## config.mk

```make
export PLATFORM = sky130hd
export DESIGN_NAME = tbl_entry_locator
export DESIGN_NICKNAME = d
export VERILOG_FILES = /design/src/rtl/tel_pkg.sv /design/src/rtl/tel_geom.sv /design/src/rtl/tel_l1_decode.sv /design/src/rtl/tel_fsm.sv /design/src/rtl/tbl_entry_locator.sv
export SDC_FILE = /design/constraint.sdc
export NUM_CORES = 1
export LEC_CHECK = 0
export ABC_AREA = 1
export BUFFER_PORTS_ARGS = -buffer_cell sky130_fd_sc_hd__buf_2
export CAP_MARGIN = 20
export CORE_UTILIZATION = 54
export DETAILED_ROUTE_END_ITERATION = 8
export GPL_TIMING_DRIVEN = 0
export MAX_ROUTING_LAYER = met4
export PLACE_DENSITY = 0.82
export SKIP_CTS_REPAIR_TIMING = 1
export SLEW_MARGIN = 40
export SYNTH_ARGS = -nofsm -noshare
export SYNTH_HDL_FRONTEND = slang
export SYNTH_HIERARCHICAL = 1
export SYNTH_SLANG_ARGS = --single-unit
```

## constraint.sdc

```tcl
create_clock -name clk -period 1.85 [get_ports clk]
set_input_delay 0.185 -clock clk [delete_from_list [all_inputs] [get_ports clk]]
set_output_delay 0.185 -clock clk [all_outputs]
set_load 0.01 [all_outputs]
```

## src/rtl/tel_pkg.sv

```systemverilog
package tel_pkg;
  localparam int L1_SLOT_LOG2 = 3;
  localparam int L2_PTR_W     = 51;
  localparam int L1_VALID_BIT = 63;
  localparam int SH_W         = 5;

  typedef enum logic [1:0] {
    TEL_ADDR   = 2'd0,
    TEL_NOPAGE = 2'd1,
    TEL_MEMERR = 2'd2
  } tel_code_e;

  typedef enum logic [1:0] {
    ST_IDLE = 2'd0,
    ST_READ = 2'd1,
    ST_DONE = 2'd2
  } tel_state_e;

  function automatic logic [SH_W-1:0] page_log2(input logic [1:0] code);
    case (code)
      2'd0:    page_log2 = SH_W'(12);
      2'd1:    page_log2 = SH_W'(14);
      default: page_log2 = SH_W'(16);
    endcase
  endfunction
endpackage

```

## src/rtl/tel_geom.sv

```systemverilog
module tel_geom
  import tel_pkg::*;
#(
  parameter int ADDR_W = 52,
  parameter int IDX_W  = 20
) (
  input  logic [ADDR_W-1:0] base,
  input  logic [1:0]        pgsz,
  input  logic [2:0]        esz_log2,
  input  logic [IDX_W-1:0]  index,
  output logic [ADDR_W-1:0] flat_addr,
  output logic [ADDR_W-1:0] l1_addr,
  output logic [ADDR_W-1:0] l2_off
);
  logic [SH_W-1:0]   pg_lg;
  logic [SH_W-1:0]   slot_sh;
  logic [SH_W-1:0]   epp_lg;
  logic [ADDR_W-1:0] idx_ext;
  logic [ADDR_W-1:0] slot;
  logic [ADDR_W-1:0] in_page_mask;

  always_comb begin
    pg_lg        = page_log2(pgsz);
    slot_sh      = pg_lg - SH_W'(L1_SLOT_LOG2);
    epp_lg       = pg_lg - {2'b00, esz_log2};
    idx_ext      = {{(ADDR_W-IDX_W){1'b0}}, index};
    flat_addr    = base + (idx_ext << esz_log2);
    slot         = idx_ext >> slot_sh;
    l1_addr      = base + (slot << L1_SLOT_LOG2);
    in_page_mask = (ADDR_W'(1) << epp_lg) - ADDR_W'(1);
    l2_off       = (idx_ext & in_page_mask) << esz_log2;
  end
endmodule

```

## src/rtl/tel_l1_decode.sv

```systemverilog
module tel_l1_decode
  import tel_pkg::*;
#(
  parameter int ADDR_W = 52
) (
  input  logic [63:0]       rd_data,
  input  logic              rd_err,
  input  logic [ADDR_W-1:0] l2_off,
  output tel_code_e         code,
  output logic [ADDR_W-1:0] addr
);
  always_comb begin
    if (rd_err) begin
      code = TEL_MEMERR;
      addr = '0;
    end else if (!rd_data[L1_VALID_BIT]) begin
      code = TEL_NOPAGE;
      addr = '0;
    end else begin
      code = TEL_ADDR;
      addr = ADDR_W'(rd_data[L2_PTR_W-1:0]) + l2_off;
    end
  end
endmodule

```

## src/rtl/tel_fsm.sv

```systemverilog
module tel_fsm
  import tel_pkg::*;
(
  input  logic clk,
  input  logic rst_n,
  input  logic req_valid,
  input  logic req_indirect,
  input  logic mem_rd_ack,
  output logic req_ready,
  output logic accept,
  output logic capture,
  output logic mem_rd_req,
  output logic done
);
  tel_state_e state_q, state_d;

  always_comb begin
    req_ready  = (state_q == ST_IDLE);
    mem_rd_req = (state_q == ST_READ);
    done       = (state_q == ST_DONE);
    accept     = req_ready && req_valid;
    capture    = mem_rd_req && mem_rd_ack;
    state_d    = state_q;
    case (state_q)
      ST_IDLE: if (accept) state_d = req_indirect ? ST_READ : ST_DONE;
      ST_READ: if (capture) state_d = ST_DONE;
      default: state_d = ST_IDLE;
    endcase
  end

  always_ff @(posedge clk or negedge rst_n) begin
    if (!rst_n) state_q <= ST_IDLE;
    else        state_q <= state_d;
  end
endmodule

```

## src/rtl/tbl_entry_locator.sv

```systemverilog
module tbl_entry_locator
  import tel_pkg::*;
#(
  parameter int ADDR_W = 52,
  parameter int IDX_W  = 20
) (
  input  logic              clk,
  input  logic              rst_n,
  input  logic              req_valid,
  output logic              req_ready,
  input  logic [ADDR_W-1:0] req_base,
  input  logic [1:0]        req_pgsz,
  input  logic [2:0]        req_esz_log2,
  input  logic              req_indirect,
  input  logic [IDX_W-1:0]  req_index,
  output logic              rsp_done,
  output logic [1:0]        rsp_code,
  output logic [ADDR_W-1:0] rsp_addr,
  output logic              mem_rd_req,
  output logic [ADDR_W-1:0] mem_rd_addr,
  input  logic              mem_rd_ack,
  input  logic [63:0]       mem_rd_data,
  input  logic              mem_rd_err
);
  logic              accept, capture;
  logic [ADDR_W-1:0] flat_addr, l1_addr, l2_off;
  tel_code_e         dec_code;
  logic [ADDR_W-1:0] dec_addr;

  logic [ADDR_W-1:0] l1_addr_q, l1_addr_d;
  logic [ADDR_W-1:0] off_q, off_d;
  logic [ADDR_W-1:0] res_addr_q, res_addr_d;
  tel_code_e         res_code_q, res_code_d;
  logic              req_en, res_en;

  tel_fsm u_fsm (
    .clk, .rst_n, .req_valid, .req_indirect, .mem_rd_ack,
    .req_ready, .accept, .capture, .mem_rd_req, .done(rsp_done)
  );

  tel_geom #(.ADDR_W(ADDR_W), .IDX_W(IDX_W)) u_geom (
    .base(req_base), .pgsz(req_pgsz), .esz_log2(req_esz_log2),
    .index(req_index), .flat_addr, .l1_addr, .l2_off
  );

  tel_l1_decode #(.ADDR_W(ADDR_W)) u_dec (
    .rd_data(mem_rd_data), .rd_err(mem_rd_err), .l2_off(off_q),
    .code(dec_code), .addr(dec_addr)
  );

  always_comb begin
    req_en     = accept;
    res_en     = (accept && !req_indirect) || capture;
    l1_addr_d  = l1_addr;
    off_d      = l2_off;
    res_addr_d = capture ? dec_addr : flat_addr;
    res_code_d = capture ? dec_code : TEL_ADDR;
  end

  always_ff @(posedge clk or negedge rst_n) begin
    if (!rst_n) begin
      l1_addr_q  <= '0;
      off_q      <= '0;
      res_addr_q <= '0;
      res_code_q <= TEL_ADDR;
    end else begin
      if (req_en) begin
        l1_addr_q <= l1_addr_d;
        off_q     <= off_d;
      end
      if (res_en) begin
        res_addr_q <= res_addr_d;
        res_code_q <= res_code_d;
      end
    end
  end

  assign mem_rd_addr = l1_addr_q;
  assign rsp_addr    = res_addr_q;
  assign rsp_code    = res_code_q;
endmodule

```

==> run_results.csv, run 1 <==
group,metric,value,unit
final_layout,synthToLayoutAreaGrowth,28.2,%
power,p_sw_share,50.2,%
run,max_cap_violations,0,
cts,path_clk_slew,0.07,ns
timing,finalCriticalPeriod,2.95,ns
setup_path,rrSetupSlack,-0.79,ns
final_layout,finalInstanceArea,22300,sq um
setup_path,crit_path_start_kind,"input pin",
logic_synthesis,synth_warnings,6,
logic_synthesis,synth_cell_types,53,
route,drc_errors,0,
setup_path,arrival,3.30,ns
hold_path,holdCritStartpoint,"req_base[24]",
power,power_switching,0.0122,W
setup_path,cp_cell_sequence,"buf_12 > buf_8 > clkbuf_8 > o21ai_2 > mux2i_1 > mux2i_1 > ha_2 > nand2_1 > inv_1 > a21oi_1 > inv_1 > o21ai_1 > o211ai_1 > inv_1 > o21ai_4 > buf_12 > buf_4 > buf_6 > xor2_2 > nand2_1 > nand2_1 > nand2_1 > nand2_1",
power,pwr-share-comb,59.8,%
setup_path,worstPathMaxFanout,10,
logic_synthesis,syn_avg_cell_area,5.97,sq um
power,total_power,0.0244,W
power,peakVddDrop,0.751,mV
route,first_iter_violations,1718,
route,via_per_inst,5.39,
setup_path,rr_worst_depth,15,
timing,worst_slack,-1.10,ns
cts,clock_latency,0.47,ns
route,ant_nets,0,
floorplan,coreArea,31600,sq um
grt,grt_max_degree,67,
route,wire_per_inst,17.2,um
logic_synthesis,synth-edff-count,0,
floorplan,dieArea,32900,sq um
grt,grt_pass1_vias,18200,
logic_synthesis,synthArstFlopShare,100,%
setup_path,crit_top_cell,"nand2_1",
hold_path,hp-class,"in2reg",
place,io_buffers,239,
cts,cts_tree,"done",
timing,slew_headroom,19.2,%
cts,cts_buffers,17,
place,placedCellCount,3580,
power,p_per_area,1090,nW/um^2
timing,timing.hold.ws,0.0425,ns
floorplan,num_io_pins,256,
timing,fin_crit_sh,159,%
floorplan,initial_core_util,54.9,%
logic_synthesis,ys_ff_latch,160,
grt,antenna_found_initial,1,
place,gp_congestion,0.994,
route,firstDrtPassIters,6,
hold_path,holdPathEnd,"mem_rd_addr[24]$_DFFE_PN0P_",
setup_path,crit_required,2.20,ns
setup_path,rr_endpoint,"rsp_addr[36]$_DFFE_PN0P_",
route,vias,20000,
route,wirelength,64000,um
logic_synthesis,ys_seq_area_share,23.0,%
setup_path,path_class,"in2reg",
cts,cts_max_level,4,
timing,timing.setup.tns,-79.87,ns
cts,cts.sinks,160,
final_layout,final_nets,3535,
floorplan,die_h,181,um
power,cellLeakagePower,12.2,nW
final_layout,final_cells,3709,
final_layout,drive_gt1_share,25.0,%
timing,finalClockSkew,0.0186,ns
logic_synthesis,syn_inst,2913,
timing,worstMarginPinSlew,1.20,ns
hold_path,hold_depth,4,
logic_synthesis,synth_ff_type,"dfrtp_1",
timing,drv_slew,0,
grt,grt_overflow,0,
place,placed_area,19500,sq um
grt,grtUsageTotal,38.3,%
cts,cts_max_path_buffers,2,
timing,setup_viol,129,
power,p_seq_share,25.1,%
setup_path,crit_slowest_cell,"ha_2",
power,internal_power,0.0121,W
grt,grt_pass1_wl,95900,um
timing,rsz0062_at_grt,"true",
power,power_frac_clock,15.1,%
floorplan,rows,65,
run_status,status,"complete, but fails checks",
setup_path,rr_startpoint,"off_q[17]$_DFFE_PN0P_",
floorplan,fp.dieW,181,um
logic_synthesis,syn_area,17400,sq um
run_status,violations,"setup timing",
cts,cts_root_buf,"clkbuf_16",
timing,max_freq,340,MHz
place,dp_hpwl,50500,um
setup_path,crit_path_end_kind,"flip-flop",
timing,finalHoldViolations,0,
setup_path,cpPeakStageDelay,0.37,ns
==> stage by stage <==
step | utilization (%) | setup slack [ns]
final | 70.4 | -1.10
after floorplan | - | -1.17
after global placement | 61.4 | -2.45
after CTS | 63.5 | -1.69
after detailed placement | 61.7 | -2.14
after global routing | 70.4 | -1.26
==> sequential cells by signal (all words and copies together) (netlist names) <==
name / flops
rsp_code: 2
mem_rd_addr: 52
u_fsm/state_q: 2
rsp_addr: 52
off_q: 52
==> placed cells by master (no fill, tap or decap), types with 35 or more instances in the layout <==
cell type | netlist | layout
xor2_1 | 80 | 69
a21oi_1 | 115 | 96
nand3_2 | 9 | 35
nor2_2 | 36 | 38
dfrtp_1 | 160 | 160
buf_2 | 29 | 268
buf_4 | 39 | 118
nand2_2 | 28 | 62
inv_1 | 439 | 429
nor2_1 | 232 | 204
nand3_1 | 205 | 169
nand2_1 | 994 | 946
o21ai_1 | 19 | 59
ha_1 | 92 | 76
o21ai_0 | 184 | 101
==> worst max-delay path: cells and delay by family <==
| kind | cells | cell delay, ns |
|---|---|---|
| AOI/OAI and AO/OA | 5 | 0.67 |
| adders and majority gates | 1 | 0.37 |
| buffers and inverters | 9 | 1.11 |
| xor gates and xnor gates | 1 | 0.14 |
| and+or+nand+nor | 5 | 0.36 |
| muxes | 2 | 0.47 |
==> Yosys cell counts, drive strengths merged (16+ instances only) <==
library cell	count	area share [%]
a21oi	117	3.4
buf	90	3.3
clkbuf	25	0.54
dfrtp	160	23
ha	92	6.6
inv	460	9.9
mux2i	16	0.92
nand2	1024	23
nand3	214	6.4
nand4	24	0.90
nor2	273	6.6
nor3	36	1.2
o21ai	203	5.8
xnor2	16	0.81
xor2	80	4.0
==> power groups by stage <==
stage / clock [W] / combinational [W] / sequential, W
2_1_floorplan: 0 / 0.00851 / 0.00646
3_3_place_gp: 0 / 0.0132 / 0.00607
3_5_place_dp: 0 / 0.0134 / 0.00612
4_1_cts: 0.00375 / 0.0135 / 0.00609
5_1_grt: 0.00384 / 0.0161 / 0.00628
6_report: 0.00369 / 0.0146 / 0.00611
==> cell families after synthesis <==
| family | synth area share [%] |
|---|---|
| other cells | 0.0216 |
| flops | 23.0 |
| xor+xnor | 4.84 |
| simple gates | 38.8 |
| mux | 0.921 |
| compound gates | 11.6 |
| buf+inv | 13.8 |
| fa+ha+maj | 6.97 |
==> per-layer routing <==
| layer | global-route usage, % | vias to the layer above | part of all wire, % | wire length (um) |
|---|---|---|---|---|
| li1 | - | 9844 | - | - |
| met1 | 47.1 | 9133 | 42 | 26800 |
| met2 | 63.6 | 840 | 47 | 30300 |
| met3 | 4.17 | 157 | 6.2 | 3970 |
| met4 | 16.7 | 0 | 4.6 | 2960 |
| met5 | - | - | 0 | 0 |
==> layout make-up <==
class | instances | area, sq um
inverter | 461 | 1760
clock buffer | 19 | 453
buffer | 114 | 802
antenna | 1 | 2.50
tap | 402 | 503
clock inverter | 13 | 145
multi-input combinational | 2201 | 12500
timing repair buffer | 338 | 2110
sequential | 160 | 4000
fill | 2764 | 9360
==> worst max path at each step <==
stage,slack (ns),to,from
final,-1.10,rsp_addr[30]$_DFFE_PN0P_,req_esz_log2[0]
after global routing,-1.26,rsp_addr[48]$_DFFE_PN0P_,req_esz_log2[0]
after CTS,-1.69,rsp_addr[50]$_DFFE_PN0P_,req_esz_log2[1]
after detailed placement,-2.14,rsp_addr[50]$_DFFE_PN0P_,req_esz_log2[1]
after global placement,-2.45,rsp_addr[50]$_DFFE_PN0P_,req_esz_log2[1]
after floorplan,-1.17,rsp_addr[49]$_DFFE_PN0P_,req_esz_log2[0]
No activity file was read; power rests on OpenSTA's default activity.
==> run 2: changes to the inputs <==
BUFFER_PORTS_ARGS = unset   (was -buffer_cell sky130_fd_sc_hd__buf_2)
CORE_UTILIZATION = 60   (was 54)
DONT_BUFFER_PORTS = 1   (was unset)
PLACE_DENSITY = 0.77   (was 0.82)
==> run 2 against run 1 <==
Compared with the run above: the run ends with hold timing, setup timing left; hold slack worse by 0.62 ns; sequential power up 15%; routed wire length up 6.8%; via count up 3.3%; core utilization up 7.2 points; non-clock buffer count down 206; clock power up 1%; cell count down 6.2%; critical path type unchanged.
==> run_results.csv, run 2 (same netlist as run 1, synthesis figures left out) <==
group,metric,value,unit
run_status,status,"complete, but fails checks",
run_status,violations,"hold timing, setup timing",
floorplan,die_h,172,um
place,dp_hpwl,48800,um
route,first_iter_violations,2105,
timing,slew_headroom,32.2,%
timing,worst_slack,-1.40,ns
grt,grt_pass1_vias,18000,
timing,drv_slew,0,
timing,timing.hold.ws,-0.579,ns
place,placedCellCount,3315,
cts,clock_latency,0.46,ns
final_layout,final_common_cell,"nand2_1",
floorplan,dieArea,29700,sq um
setup_path,path_buf_inv,5,
final_layout,mostFrequentLayoutCells,"nand2_1 (943), inv_1 (429), nor2_1 (189)",
setup_path,crit_top_cell,"nand2_1",
timing,fin_crit_sh,176,%
cts,cts.sinks,160,
setup_path,rr_endpoint,"rsp_addr[36]$_DFFE_PN0P_",
floorplan,fp.dieW,172,um
setup_path,cp.depth,21,
timing,finalClockSkew,0.0214,ns
power,p_per_area,1100,nW/um^2
route,wirelength,68300,um
cts,cts_buffers,17,
setup_path,path_class,"in2reg",
setup_path,rr_worst_depth,15,
run,max_cap_violations,0,
floorplan,num_io_pins,256,
setup_path,cpPeakStageDelay,0.48,ns
grt,grt_max_degree,161,
power,power_frac_clock,15.5,%
setup_path,worstPathMaxFanout,10,
route,vias,20600,
final_layout,synthToLayoutAreaGrowth,25.7,%
grt,antenna_found_initial,0,
setup_path,crit_required,2.23,ns
setup_path,cp_cell_sequence,"buf_12 > buf_4 > nand2_1 > o21ai_0 > o21ai_0 > nand2_1 > o21ai_0 > ha_1 > a21oi_1 > inv_1 > a21oi_1 > inv_1 > a21oi_4 > o21ai_4 > buf_4 > nand2_2 > xor2_1 > nand2_1 > nand2_1 > nand2_1 > nand2_1",
power,pwr-share-comb,55.4,%
setup_path,rr_startpoint,"off_q[18]$_DFFE_PN0P_",
setup_path,arrival,3.63,ns
timing,finalCriticalPeriod,3.25,ns
grt,grtUsageTotal,41.1,%
setup_path,crit_slowest_cell,"o21ai_0",
timing,setup_viol,113,
power,p_seq_share,29.1,%
power,cellLeakagePower,11.4,nW
setup_path,crit_path_start_kind,"input pin",
cts,cts_tree,"done",
cts,path_clk_slew,0.09,ns
timing,finalHoldViolations,163,
timing,max_freq,308,MHz
timing,rsz0062_at_grt,"true",
power,peakVddDrop,0.790,mV
place,gp_congestion,1.04,
cts,cts_max_level,4,
grt,grt_pass1_wl,90800,um
setup_path,crit_path_end_kind,"flip-flop",
route,ant_nets,0,
route,firstDrtPassIters,8,
route,wire_per_inst,19.6,um
hold_path,hp-class,"in2async",
final_layout,n_antenna_cell,0,
place,io_buffers,0,
floorplan,coreArea,28200,sq um
final_layout,fill_cells,2116,
grt,grt_overflow,0,
power,total_power,0.0241,W
setup_path,path_delay_family,"compound AO/OA/AOI/OAI gates",
setup_path,rrSetupSlack,-0.78,ns
timing,worstMarginPinSlew,1.01,ns
final_layout,final_cells,3478,
final_layout,final_nets,3329,
power,power_switching,0.0124,W
final_layout,drive_gt1_share,21.3,%
cts,cts_max_path_buffers,2,
setup_path,crit_start,"req_esz_log2[0]",
route,drc_errors,0,
power,internal_power,0.0116,W
floorplan,initial_core_util,61.7,%
route,via_per_inst,5.93,
setup_path,endpoint,"rsp_addr[46]$_DFFE_PN0P_",
cts,cts_root_buf,"clkbuf_16",
place,pre_cts_ws,-2.09,ns
final_layout,postLayoutCoreUtil,77.6,%
power,p_sw_share,51.7,%
floorplan,rows,61,
run 2: cell count changes in the layout (fill, tap and decap cells not counted), moves of 11 or more:
cell and delta:
nor2_1 -15, buf_6 +15, dlygate4sd3_1 +28, o21ai_0 -22
buf_4 -11, nand3_1 -14, o21ai_1 +21, buf_2 -241
nor2_2 +17, nand3_2 +13
run 2: per-stage QoR:
stage / hold slack (ns) / instance area [sq um] / TNS, ns
2_1_floorplan: -0.111 / 17700 / -87.33
3_3_place_gp: -0.108 / 18200 / -155.29
3_5_place_dp: -0.107 / 18200 / -160.19
4_1_cts: -0.580 / 18800 / -105.71
5_1_grt: -0.580 / 21800 / -98.35
6_report: -0.579 / 21800 / -88.11
run 2: layout make-up:
class	instances	area, sq um	area share (%)
timing repair buffer	132	1260	5.76
multi-input combinational	2201	13000	59.3
clock buffer	18	439	2.01
tap	378	473	2.16
inverter	461	1750	8.02
buffer	114	823	3.77
sequential	160	4000	18.3
clock inverter	14	144	0.659
run 2: layer usage:
metal | wire length, um | global-route usage, %
met1 | 24300 | 45.8
met2 | 31200 | 67.5
met3 | 7010 | 9.66
met4 | 5740 | 23.1
met5 | 0 | -
run 2: worst reg2reg max path, stage by stage, from the launching register on:
cell and delay (ns):
dfrtp_1 0.39, ha_1 0.43, nand2_1 0.14, nor2_1 0.14, inv_1 0.10, nor2_2 0.22
nand4_1 0.12, nand2_1 0.18, nand2_1 0.15, nand3_1 0.09, nand2_1 0.05, nor2_1 0.30
nand2_1 0.10, nand2_1 0.08, nand2_1 0.05, nand2_1 0.06
run 2: how the worst min path moves through the flow:
| stage | from | end | slack [ns] | cells past startpoint |
|---|---|---|---|---|
| floorplan | rst_n | mem_rd_addr[0]$_DFFE_PN0P_ | -0.11 | 0 |
| global placement | rst_n | off_q[38]$_DFFE_PN0P_ | -0.11 | 0 |
| detailed placement | rst_n | off_q[38]$_DFFE_PN0P_ | -0.11 | 0 |
| CTS | rst_n | off_q[39]$_DFFE_PN0P_ | -0.58 | 0 |
| global route | rst_n | off_q[39]$_DFFE_PN0P_ | -0.58 | 0 |
| finish | rst_n | off_q[2]$_DFFE_PN0P_ | -0.58 | 0 |
run 2: power groups by stage:
| stage | logic, W | clock network, W | registers (W) |
|---|---|---|---|
| after global routing | 0.0146 | 0.00386 | 0.00717 |
| after global placement | 0.0109 | 0 | 0.00688 |
| after detailed placement | 0.0112 | 0 | 0.00694 |
| final | 0.0133 | 0.00373 | 0.00700 |
| after CTS | 0.0113 | 0.00370 | 0.00691 |
| after floorplan | 0.00851 | 0 | 0.00646 |
==> run 3: changes to the inputs <==
SYNTH_HIERARCHICAL = unset   (was 1)
==> run 3 against run 2 <==
Compared with the run above: the flow now stops in 5_1_grt; synthesized cell count shrank 26%; synthesized area shrank 22%.
==> run_results.csv, run 3 <==
group,metric,value,unit
place,dp_hpwl,42200,um
floorplan,die_h,152,um
logic_synthesis,synth_warnings,0,
cts,cts_max_level,4,
logic_synthesis,syn_area,13500,sq um
logic_synthesis,yosys-top-cells-area,"dfrtp_1 (25%), nand2_1 (16%), nand3_1 (7.5%)",
logic_synthesis,synth_area_leader_cell,"dfrtp_1",
logic_synthesis,synth-edff-count,0,
grt,grt_overflow,22,
run_status,first-error,"[ERROR GRT-0232] Routing congestion too high. Check the congestion heatmap in the GUI.",
timing,endpoint_type,"register input",
cts,cts_buffers,17,
logic_synthesis,synthArstFlopShare,100,%
logic_synthesis,yosysMostFrequentCell,"nand2_1",
logic_synthesis,ys_ff_latch,135,
grt,grt_max_degree,136,
logic_synthesis,synth.top_cells.by_count,"nand2_1 (573), inv_1 (224), nor2_1 (219), nand3_1 (202), o21ai_0 (174)",
place,io_buffers,0,
logic_synthesis,post-synth-top-area-fraction,25.0,%
logic_synthesis,syn_avg_cell_area,6.26,sq um
floorplan,rows,54,
floorplan,initial_core_util,61.5,%
logic_synthesis,syn_inst,2160,
logic_synthesis,synth_ff_type,"dfrtp_1",
logic_synthesis,synth_cell_types,53,
floorplan,num_io_pins,256,
logic_synthesis,ys_seq_area_share,25.0,%
logic_synthesis,syn_nets,2379,
floorplan,fp.dieW,152,um
place,placedCellCount,2440,
run_status,stop_stage,"5_1_grt",
place,gp_congestion,1.07,
cts,cts.sinks,135,
grt,grtUsageTotal,83.1,%
cts,cts_max_path_buffers,2,
cts,cts_root_buf,"clkbuf_16",
timing,grt-worst-endpoint,"rsp_addr[34]$_DFFE_PN0P_/D",
run_status,status,"did not finish",
==> run 3: cell count changes after synthesis, moves of 25 or more <==
cell and delta:
inv_1 -215, nor2_2 -28, a21oi_1 +29, xor2_1 -44
nand2_1 -421, dfrtp_1 -25, buf_4 -39, a31oi_1 +42
==> run 3: per-layer routing <==
metal	overflow	track usage (%)
met2	14	96.0
met1	0	81.6
met4	8	82.7
met5	-	-
met3	0	69.2
==> run 3: cell families after synthesis <==
| group | synth area share, % |
|---|---|
| xor+xnor | 3.37 |
| buf+inv | 8.34 |
| simple gates | 37.0 |
| flops | 25.0 |
| fa+ha+maj | 6.83 |
| mux | 0.518 |
| compound gates | 19.0 |
==> run 3: stage by stage <==
step / cell area [sq um] / setup slack [ns] / setup TNS [ns] / hold WS, ns
CTS: 15000 / -1.18 / -83.83 / -0.568
detailed placement: 14400 / -1.28 / -111.30 / -0.108
global placement: 14400 / -1.25 / -105.92 / -0.108
floorplan: 14100 / -0.667 / -50.53 / -0.111
==> run 4: changes to the inputs <==
CORE_UTILIZATION = 40   (was 60)
MAX_ROUTING_LAYER = unset   (was met4)
PLACE_DENSITY = unset   (was 0.77)
PLACE_DENSITY_LB_ADDON = 0.15   (was unset)
clock period = 2.4 ns   (was 1.85 ns; I/O delays follow)
==> run 4 against run 3 <==
Compared with the run above: synthesized area is the same; synthesized cell count unchanged; the flow now finishes, with violations (hold timing, setup timing).
==> run_results.csv, run 4 <==
group,metric,value,unit
run_status,status,"complete, but fails checks",
run_status,violations,"hold timing, setup timing",
timing,worstMarginPinSlew,0.997,ns
logic_synthesis,synth_simple_gate_area_share,37.0,%
setup_path,path_class,"reg2reg",
cts,cts_buffers,17,
floorplan,die_h,186,um
setup_path,cpPeakStageDelay,0.38,ns
timing,setup_viol,14,
floorplan,initial_core_util,41.1,%
cts,cts_tree,"done",
setup_path,cp_cell_sequence,"ha_2 > fa_2 > nand3_2 > nand2_2 > a21oi_2 > inv_1 > nand2_1 > nand2_2 > a21oi_4 > o21ai_4 > or2_2 > nand3_4 > a31oi_1",
timing,worst_slack,-0.117,ns
route,top_layer_used,"met5",
logic_synthesis,ys_seq_area_share,25.0,%
route,first_iter_violations,1182,
power,power_frac_clock,22.4,%
setup_path,crit_start,"off_q[0]$_DFFE_PN0P_",
final_layout,final_common_cell,"nand2_1",
route,drc_errors,0,
power,power_switching,0.00579,W
logic_synthesis,yosys-top-cells-area,"dfrtp_1 (25%), nand2_1 (16%), nand3_1 (7.5%)",
floorplan,fp.dieW,186,um
logic_synthesis,syn_inst,2160,
place,placedCellCount,2603,
setup_path,path_delay_family,"simple AND/OR/NAND/NOR gates",
route,ant_nets,0,
route,vias,15800,
grt,antenna_found_initial,1,
timing,finalHoldViolations,144,
cts,path_clk_slew,0.07,ns
logic_synthesis,synthArstFlopShare,100,%
cts,cts_max_level,4,
final_layout,synthToLayoutAreaGrowth,38.4,%
place,gp_congestion,0.985,
logic_synthesis,post-synth-top-area-fraction,25.0,%
setup_path,crit_path_end_kind,"flip-flop",
logic_synthesis,synth-compound-area-share,19.0,%
setup_path,crit_top_cell,"nand2_2",
logic_synthesis,syn_area,13500,sq um
timing,rsz0062_at_grt,"true",
power,internal_power,0.00675,W
logic_synthesis,synthAdderAreaFrac,6.83,%
power,cellLeakagePower,8.26,nW
timing,finalCriticalPeriod,2.52,ns
setup_path,path_buf_inv,1,
grt,grt_overflow,0,
logic_synthesis,synth_xor_area_share,3.37,%
timing,drv_slew,0,
logic_synthesis,synth_top_family_by_area,"simple AND/OR/NAND/NOR gates",
grt,grtUsageTotal,32.3,%
power,p_sw_share,46.2,%
floorplan,dieArea,34500,sq um
logic_synthesis,synth_area_leader_cell,"dfrtp_1",
route,met2WireLength,28300,um
place,io_buffers,0,
final_layout,final_nets,2517,
route,firstDrtPassIters,6,
cts,cts_max_path_buffers,2,
run,max_cap_violations,0,
cts,cts.sinks,135,
route,via_per_inst,5.74,
cts,cts_root_buf,"clkbuf_16",
setup_path,crit_slowest_cell,"dfrtp_1",
setup_path,worstPathMaxFanout,4,
timing,fin_crit_sh,105,%
final_layout,fill_cells,3203,
place,dp_hpwl,46500,um
final_layout,n_antenna_cell,0,
setup_path,rr_startpoint,"off_q[0]$_DFFE_PN0P_",
setup_path,crit_required,2.72,ns
logic_synthesis,syn_nets,2379,
timing,timing.hold.ws,-0.513,ns
power,p_seq_share,32.9,%
grt,grt_pass1_vias,14400,
power,peakVddDrop,0.520,mV
grt,grt_pass1_wl,84100,um
final_layout,final_cells,2753,
floorplan,coreArea,32900,sq um
power,total_power,0.0125,W
logic_synthesis,yosysMostFrequentCell,"nand2_1",
final_layout,mostFrequentLayoutCells,"nand2_1 (486), inv_1 (207), nor2_1 (173)",
hold_path,hp-class,"in2async",
power,p_per_area,670,nW/um^2
logic_synthesis,syn_avg_cell_area,6.26,sq um
route,wirelength,59600,um
route,wl_met3,4910,um
logic_synthesis,synth_warnings,0,
cts,clock_latency,0.45,ns
logic_synthesis,yosys-mux-area-fraction,0.518,%
setup_path,arrival,2.84,ns
setup_path,crit_path_start_kind,"flip-flop",
grt,grt_max_degree,136,
timing,max_freq,397,MHz
timing,slew_headroom,32.9,%
power,pwr-share-comb,44.7,%
logic_synthesis,synth.top_cells.by_count,"nand2_1 (573), inv_1 (224), nor2_1 (219), nand3_1 (202), o21ai_0 (174)",
route,wire_per_inst,21.7,um
floorplan,num_io_pins,256,
floorplan,rows,66,
final_layout,drive_gt1_share,29.8,%
logic_synthesis,synth_ff_type,"dfrtp_1",
logic_synthesis,synth_cell_types,53,
logic_synthesis,synth-edff-count,0,
route,m1WireLength,24000,um
logic_synthesis,ys_ff_latch,135,
timing,finalClockSkew,0.0138,ns
## run 4: cells by family after synthesis
logic type	after synthesis
AND/OR/NAND/NOR	1144
multiplexers	7
adder cells (fa/ha/maj)	72
buffers and inverters	297
XOR/XNOR	52
AO/OA/AOI/OAI	453
flip-flops	135
## run 4: layer usage
layer	global-route usage, %	up-vias
li1	-	7527
met1	39.9	7557
met2	53.4	604
met3	7.90	123
met4	13.7	2
met5	0	-
## run 4: final cells by class
type	instances	area, sq um	area share (%)
inverter	231	893	4.77
multi-input combinational	1729	11700	62.5
clock inverter	15	170	0.909
tap	442	553	2.96
sequential	135	3380	18.1
timing repair buffer	118	1070	5.72
buffer	66	518	2.77
clock buffer	17	425	2.27
## run 4: path summary, 6_finish.rpt
check                                              endpoint  slack (ns)  cells past startpoint
worst max-delay path               rsp_addr[30]$_DFFE_PN0P_       -0.12                     13
worst min-delay path               rsp_addr[45]$_DFFE_PN0P_       -0.51                      0
worst max register to register     rsp_addr[30]$_DFFE_PN0P_       -0.12                     13
worst min register to register         off_q[0]$_DFFE_PN0P_        0.50                      2
max in group asynchronous        mem_rd_addr[8]$_DFFE_PN0P_        2.64                      0
min in group clk                mem_rd_addr[40]$_DFFE_PN0P_       -0.04                      3
## run 4: worst reg2reg max path, cell delays in order, from the launching register on
cell,delay [ns]
dfrtp_1,0.38
ha_2,0.19
fa_2,0.37
nand3_2,0.08
nand2_2,0.07
a21oi_2,0.17
inv_1,0.08
nand2_1,0.07
nand2_2,0.08
a21oi_4,0.30
o21ai_4,0.14
or2_2,0.32
nand3_4,0.08
a31oi_1,0.08
## run 4: per-stage QoR
stage               setup slack, ns  cell area (sq um)  utilization [%]  hold slack [ns]  TNS [ns]
global route                 -0.242              18700             56.9           -0.518     -5.65
floorplan                    -0.187              13900                -          -0.0556     -5.06
CTS                          -0.679              15100             45.9           -0.516    -30.54
detailed placement           -0.917              14500             44.1          -0.0509    -57.72
finish                       -0.117              18700             56.9           -0.513    -0.746
global placement             -0.899              14500             44.1          -0.0522    -57.78
## run 4: power groups by stage
stage / Sequential (W) / Combinational, W / Clock (W)
after floorplan: 0.00376 / 0.00308 / 0
after global placement: 0.00411 / 0.00409 / 0
after detailed placement: 0.00413 / 0.00413 / 0
after CTS: 0.00409 / 0.00415 / 0.00281
after global routing: 0.00420 / 0.00613 / 0.00290
final: 0.00412 / 0.00561 / 0.00281
